**src/rtl/phy_cfg_pkg.sv**
```systemverilog
package phy_cfg_pkg;

  // Bit positions inside the enable register; the commit bit and the
  // mode bits are decoded by the control path, so these are fixed.
  localparam int EN_COMMIT_BIT = 7;
  localparam int EN_ERR_BIT    = 6;
  localparam int EN_FAST_BIT   = 5;
  localparam int EN_MID_BIT    = 4;
  localparam int EN_SLOW_BIT   = 3;
  localparam int EN_TX_BIT     = 2;
  localparam int EN_RX_BIT     = 1;
  localparam int EN_CRC_BIT    = 0;

  // Strobes handed from the control path to the datapath, one cycle.
  typedef struct packed {
    logic loadNewLo;
    logic loadNewHi;
    logic loadEnable;
    logic commit;
    logic reject;
  } cfgStrobes_t;

endpackage

```
**src/rtl/phy_cfg_ctrl.sv**
```systemverilog
module phy_cfg_ctrl
  import phy_cfg_pkg::*;
#(
  parameter int ADDR_W     = 5,
  parameter int MODE_W     = 3,
  parameter logic [ADDR_W-1:0] OFF_EN     = 5'h15,
  parameter logic [ADDR_W-1:0] OFF_NEW_LO = 5'h18,
  parameter logic [ADDR_W-1:0] OFF_NEW_HI = 5'h19
) (
  input  logic              wrEn,
  input  logic [ADDR_W-1:0] regAddr,
  input  logic              commitBitWr,
  input  logic [MODE_W-1:0] modeBitsWr,
  input  logic              commitBitNow,
  output cfgStrobes_t       strobes
);

  localparam int CNT_W = $clog2(MODE_W + 1);

  logic             hitEnable;
  logic             fallEdge;
  logic [CNT_W-1:0] modeCount;
  logic             multiMode;

  assign hitEnable = wrEn && (regAddr == OFF_EN);
  // Commit only on a 1-to-0 move of the stored control bit.
  assign fallEdge  = hitEnable && commitBitNow && !commitBitWr;

  always_comb begin
    modeCount = '0;
    for (int i = 0; i < MODE_W; i++) begin
      modeCount = modeCount + CNT_W'(modeBitsWr[i]);
    end
  end

  assign multiMode = modeCount > CNT_W'(1);

  always_comb begin
    strobes            = '0;
    strobes.loadNewLo  = wrEn && (regAddr == OFF_NEW_LO);
    strobes.loadNewHi  = wrEn && (regAddr == OFF_NEW_HI);
    strobes.loadEnable = hitEnable;
    strobes.commit     = fallEdge && !multiMode;
    strobes.reject     = fallEdge && multiMode;
  end

endmodule

```
**src/rtl/phy_cfg_datapath.sv**
```systemverilog
module phy_cfg_datapath
  import phy_cfg_pkg::*;
#(
  parameter int ADDR_W       = 5,
  parameter int DATA_W       = 8,
  parameter int BAUD_LSB     = 10,
  parameter int PRE_W        = 5,
  parameter int WIDTH_HI_BIT = 10,
  parameter int WIDTH_LO_LSB = 5,
  parameter int WIDTH_LO_W   = 3,
  parameter logic [ADDR_W-1:0] OFF_EN     = 5'h15,
  parameter logic [ADDR_W-1:0] OFF_CUR_LO = 5'h16,
  parameter logic [ADDR_W-1:0] OFF_CUR_HI = 5'h17,
  parameter logic [ADDR_W-1:0] OFF_NEW_LO = 5'h18,
  parameter logic [ADDR_W-1:0] OFF_NEW_HI = 5'h19
) (
  input  logic                        clk,
  input  logic                        rst,
  input  cfgStrobes_t                 strobes,
  input  logic [DATA_W-1:0]           wrData,
  input  logic [ADDR_W-1:0]           regAddr,
  output logic [DATA_W-1:0]           rdData,
  output logic                        commitBitNow,
  output logic [2*DATA_W-BAUD_LSB-1:0] baudDiv,
  output logic [WIDTH_LO_W:0]         pulseWidth,
  output logic [PRE_W-1:0]            preambleLen,
  output logic [DATA_W-1:0]           enableReg
);

  localparam int CFG_W   = 2 * DATA_W;
  localparam int LANES   = CFG_W / DATA_W;

  logic [CFG_W-1:0]  newCfg;
  logic [CFG_W-1:0]  curCfg;
  logic [DATA_W-1:0] enReg;
  logic [DATA_W-1:0] enNext;
  logic              errNext;
  logic [LANES-1:0]  laneLoad;

  assign laneLoad = {strobes.loadNewHi, strobes.loadNewLo};

  // Pending word, one register per byte lane.
  for (genvar b = 0; b < LANES; b++) begin : g_newLane
    always_ff @(posedge clk) begin
      if (rst) begin
        newCfg[b*DATA_W +: DATA_W] <= '0;
      end else if (laneLoad[b]) begin
        newCfg[b*DATA_W +: DATA_W] <= wrData;
      end
    end
  end

  // Live word, loaded as a whole on an accepted commit.
  always_ff @(posedge clk) begin
    if (rst) begin
      curCfg <= '0;
    end else if (strobes.commit) begin
      curCfg <= newCfg;
    end
  end

  always_comb begin
    if (strobes.commit) begin
      errNext = 1'b0;
    end else if (strobes.reject) begin
      errNext = 1'b1;
    end else begin
      errNext = enReg[EN_ERR_BIT];
    end
    enNext             = wrData;
    enNext[EN_ERR_BIT] = errNext;
  end

  always_ff @(posedge clk) begin
    if (rst) begin
      enReg <= '0;
    end else if (strobes.loadEnable) begin
      enReg <= enNext;
    end
  end

  // Readback: live word is view-only, unmapped offsets return zero.
  always_comb begin
    if (regAddr == OFF_EN) begin
      rdData = enReg;
    end else if (regAddr == OFF_CUR_LO) begin
      rdData = curCfg[0 +: DATA_W];
    end else if (regAddr == OFF_CUR_HI) begin
      rdData = curCfg[DATA_W +: DATA_W];
    end else if (regAddr == OFF_NEW_LO) begin
      rdData = newCfg[0 +: DATA_W];
    end else if (regAddr == OFF_NEW_HI) begin
      rdData = newCfg[DATA_W +: DATA_W];
    end else begin
      rdData = '0;
    end
  end

  assign commitBitNow = enReg[EN_COMMIT_BIT];
  assign enableReg    = enReg;
  assign baudDiv      = curCfg[CFG_W-1:BAUD_LSB];
  assign preambleLen  = curCfg[PRE_W-1:0];
  assign pulseWidth   = {curCfg[WIDTH_HI_BIT], curCfg[WIDTH_LO_LSB +: WIDTH_LO_W]};

endmodule

```
**src/rtl/phy_cfg_dbuf.sv**
```systemverilog
module phy_cfg_dbuf
  import phy_cfg_pkg::*;
#(
  parameter int ADDR_W       = 5,
  parameter int DATA_W       = 8,
  parameter int BAUD_LSB     = 10,
  parameter int PRE_W        = 5,
  parameter int WIDTH_HI_BIT = 10,
  parameter int WIDTH_LO_LSB = 5,
  parameter int WIDTH_LO_W   = 3,
  parameter logic [ADDR_W-1:0] OFF_EN     = 5'h15,
  parameter logic [ADDR_W-1:0] OFF_CUR_LO = 5'h16,
  parameter logic [ADDR_W-1:0] OFF_CUR_HI = 5'h17,
  parameter logic [ADDR_W-1:0] OFF_NEW_LO = 5'h18,
  parameter logic [ADDR_W-1:0] OFF_NEW_HI = 5'h19
) (
  input  logic                         clk,
  input  logic                         rst,
  input  logic                         wrEn,
  input  logic [ADDR_W-1:0]            regAddr,
  input  logic [DATA_W-1:0]            wrData,
  output logic [DATA_W-1:0]            rdData,
  output logic [2*DATA_W-BAUD_LSB-1:0] baudDiv,
  output logic [WIDTH_LO_W:0]          pulseWidth,
  output logic [PRE_W-1:0]             preambleLen,
  output logic                         fastOn,
  output logic                         midOn,
  output logic                         slowOn,
  output logic                         txEnable,
  output logic                         rxEnable,
  output logic                         crc16Sel,
  output logic                         cfgError
);

  localparam int MODE_W = EN_FAST_BIT - EN_SLOW_BIT + 1;

  cfgStrobes_t       strobes;
  logic              commitBitNow;
  logic [DATA_W-1:0] enableReg;

  phy_cfg_ctrl #(
    .ADDR_W     (ADDR_W),
    .MODE_W     (MODE_W),
    .OFF_EN     (OFF_EN),
    .OFF_NEW_LO (OFF_NEW_LO),
    .OFF_NEW_HI (OFF_NEW_HI)
  ) ctrl_i (
    .wrEn         (wrEn),
    .regAddr      (regAddr),
    .commitBitWr  (wrData[EN_COMMIT_BIT]),
    .modeBitsWr   (wrData[EN_FAST_BIT:EN_SLOW_BIT]),
    .commitBitNow (commitBitNow),
    .strobes      (strobes)
  );

  phy_cfg_datapath #(
    .ADDR_W       (ADDR_W),
    .DATA_W       (DATA_W),
    .BAUD_LSB     (BAUD_LSB),
    .PRE_W        (PRE_W),
    .WIDTH_HI_BIT (WIDTH_HI_BIT),
    .WIDTH_LO_LSB (WIDTH_LO_LSB),
    .WIDTH_LO_W   (WIDTH_LO_W),
    .OFF_EN       (OFF_EN),
    .OFF_CUR_LO   (OFF_CUR_LO),
    .OFF_CUR_HI   (OFF_CUR_HI),
    .OFF_NEW_LO   (OFF_NEW_LO),
    .OFF_NEW_HI   (OFF_NEW_HI)
  ) dp_i (
    .clk          (clk),
    .rst          (rst),
    .strobes      (strobes),
    .wrData       (wrData),
    .regAddr      (regAddr),
    .rdData       (rdData),
    .commitBitNow (commitBitNow),
    .baudDiv      (baudDiv),
    .pulseWidth   (pulseWidth),
    .preambleLen  (preambleLen),
    .enableReg    (enableReg)
  );

  assign fastOn   = enableReg[EN_FAST_BIT];
  assign midOn    = enableReg[EN_MID_BIT];
  assign slowOn   = enableReg[EN_SLOW_BIT];
  assign txEnable = enableReg[EN_TX_BIT];
  assign rxEnable = enableReg[EN_RX_BIT];
  assign crc16Sel = enableReg[EN_CRC_BIT];
  assign cfgError = enableReg[EN_ERR_BIT];

endmodule

```
**config.mk**
```make
export PLATFORM = sky130hd
export DESIGN_NAME = phy_cfg_dbuf
export DESIGN_NICKNAME = d
export VERILOG_FILES = /design/src/rtl/phy_cfg_pkg.sv /design/src/rtl/phy_cfg_ctrl.sv /design/src/rtl/phy_cfg_datapath.sv /design/src/rtl/phy_cfg_dbuf.sv
export SDC_FILE = /design/constraint.sdc
export NUM_CORES = 1
export LEC_CHECK = 0
export BUFFER_PORTS_ARGS = -buffer_cell sky130_fd_sc_hd__buf_2
export CORE_ASPECT_RATIO = 0.5
export CORE_MARGIN = 1
export CORE_UTILIZATION = 35
export CTS_CLUSTER_DIAMETER = 100
export CTS_CLUSTER_SIZE = 10
export DETAILED_ROUTE_END_ITERATION = 12
export PLACE_DENSITY = 0.63
export SETUP_SLACK_MARGIN = 0.05
export SKIP_LAST_GASP = 1
export SLEW_MARGIN = 15
export SYNTH_ARGS = -nofsm -noshare
export SYNTH_HDL_FRONTEND = slang
export SYNTH_SLANG_ARGS = --single-unit
```
**constraint.sdc**
```tcl
create_clock -name clk -period 2.4 [get_ports clk]
set_clock_uncertainty 0.2 [all_clocks]
set_input_delay 0.36 -clock clk [delete_from_list [all_inputs] [get_ports clk]]
set_output_delay 0.36 -clock clk [all_outputs]
set_load 0.01 [all_outputs]
```
==> flow_summary.toml <==
[yosys]
syn_nets = 282
synth_seq_cells = 40
syn_inst = 265
synthesis.area_mm2 = 0.00228
yosys_most_used_dff = "dfxtp_1"
syn_area_per_cell_um2 = 8.61
ys_warn_count = 0
seq_area_frac_synth = 0.351
synth_cell_type_count = 31
synth_edf_count = 0
synthArstFlopShare = 0

[cts]
cts_buffers = 5
clk_path_buf_depth = 2
path_clk_slew_ps = 60
root_buffer = "clkbuf_16"
post_cts_resize_count = 0
post_cts_buffers = 0
ctsHoldBuffers = 0
clock_sinks = 40
cts_max_level = 2
cts_tree = "built"
clock_latency_ps = 280

[timing]
worst_pin_slew_ps = 797
fin_setup_tns_ps = 0
slew_viol_final = 0
max_clock_freq_mhz = 460
slew_headroom = 0.468
min_period_ps = 2170
final-hold-violation-count = 0
rsz0062_at_grt = "no"
setup_slack_ps = 226
hold-worst-slack_ps = 156
period_share = 0.906
setup_viol = 0

[cells_and_area]
final_util = 0.421
postLayoutCellArea_mm2 = 0.00260
fillers = 641
layout-drive-gt1-share = 0.209
final_cell_count_no_fill = 370
num_antenna_cells = 0
nets = 299
synthToLayoutAreaGrowth_pct = 14.1

[drt]
drc = 0
drtIter0Drc = 171
wire_per_inst_um = 16.0
firstDrtPassIters = 4
vias = 2004
vias_per_cell = 5.42
routed_wl_um = 5930
ant_nets = 0

[placed_design]
place_hpwl_um = 4400
placed_cell_area_mm2 = 0.00241
dp.cells = 363
pre_cts_ws_ps = 200
place.gp.congestion = 0.893
port_buffers = 45

[worst_setup_path]
crit_family = "buffers and inverters"
crit_path_end_kind = "primary output"
cp_data_arrival_time_ps = 1610
criticalPathCategory = "input pin to primary output"
start_kind = "input pin"
crit_required_ps = 1840
crit_slowest_cell = "buf_2"
cpMostUsedCell = "buf_2"
path_buf_inv = 3
cp_max_fo = 16
cpPeakStageDelay_ps = 280
worstPathCellList = "buf_2, buf_4, mux2i_1, o22ai_1, a22o_1, buf_2"

[grt]
grt_pass1_vias = 1850
grt_pass1_wl_um = 9400
grt_use_total = 0.180
grt_overflow_total = 0
grt_max_degree = 57
antenna_found_initial = 0

[power_and_ir_drop]
p_seq_frac = 0.410
p_sw_mw = 0.330
irDropWorstVdd_mv = 0.258
leakagePower_nw = 0.955
switching_share = 0.202
powerDensity_mw_per_mm2 = 628
finalPower_mw = 1.63
power_frac_comb = 0.075
pwr-share-clk = 0.515
power.internal_mw = 1.30

[floorplanning]
dieArea_mm2 = 0.00686
core_mm2 = 0.00618
num_io_pins = 46
die-height_um = 59.1
placementRows = 20
die_w_um = 116
initial_core_util = 0.369

[min_path]
hold_path_class = "input pin to flip-flop"

[run]
drv_cap = 0

[status]
outcome = "complete, no violations"
-- final cells by class --
type,instances,area [um2],share of cell area
multi-input cells,186,1250,0.482
flip-flops and latches,40,801,0.308
repair buffers,48,248,0.0952
clock buffers,5,125,0.0481
well taps,88,110,0.0423
clock inverters,2,60.1,0.0231
inverters,1,3.75,0.00144
-- placed cells by master, fill, tap and decap left out, drive strengths merged, types with 8 or more instances in the layout --
master  instances
o22ai           8
a22o            8
mux2i          24
o21ai          31
dfxtp          40
nand3          23
nand2b         35
buf            48
nor3b           8
nor2b          11
a21oi          23
-- cell usage after synthesis (2+ instances only) --
master	n	area [um2]
buf_2	6	30.0
o22ai_1	8	50.1
clkbuf_1	13	48.8
a21oi_1	23	115
nand3_1	23	115
buf_1	2	7.51
nor2b_1	11	68.8
nand4bb_1	2	22.5
o21ai_0	31	155
mux2i_1	24	240
dfxtp_1	40	801
nor3b_1	8	60.1
nand2b_1	35	219
buf_4	15	113
a22o_1	8	70.1
-- power by group through the flow --
stage / Clock [mW] / Combinational (mW) / Sequential, mW
2_1_floorplan: 0 / 0.0812 / 0.683
3_3_place_gp: 0 / 0.117 / 0.684
3_5_place_dp: 0 / 0.120 / 0.684
4_1_cts: 0.854 / 0.120 / 0.670
5_1_grt: 0.878 / 0.132 / 0.670
6_report: 0.840 / 0.123 / 0.670
-- flip-flops by register name, indices dropped and copies added (netlist names) --
signal and count:
dp_i.newCfg 16, dp_i.enableReg 8, dp_i.curCfg 16
-- metal layers --
metal | up-vias | wire (um) | track usage
met5 | - | 0 | 0
met4 | 0 | 71 | 0.0403
met3 | 8 | 350 | 0.0409
met2 | 81 | 2580 | 0.273
met1 | 960 | 2930 | 0.260
li1 | 955 | - | -
-- worst reg2reg max path: stages, from the launching register on --
cell and delay (ps):
dfxtp_1 390, nand2b_1 120, nor4_4 130, buf_4 320, mux2i_1 240
-- cell families (layout without fill, tap and decap cells) --
| kind of cell | after synthesis | count (layout) | synth area share |
|---|---|---|---|
| AND/OR/NAND/NOR | 89 | 89 | 0.257 |
| AO/OA/AOI/OAI | 72 | 72 | 0.178 |
| flip-flops | 40 | 40 | 0.351 |
| buffers and inverters | 39 | 56 | 0.103 |
| multiplexers | 24 | 24 | 0.105 |
| adder cells (fa/ha/maj) | 1 | 1 | 0.00548 |
-- worst paths after layout --
check	start	end	slack, ps	cells after the start
setup / recovery	regAddr[0]	rdData[1]	230	6
hold / removal	wrData[6]	dp_i.newCfg[6]	160	3
setup reg to reg	dp_i.enableReg[7]	dp_i.curCfg[12]	930	4
hold reg to reg	dp_i.curCfg[9]	dp_i.curCfg[9]	280	2
(Power assumes the default switching activity.)
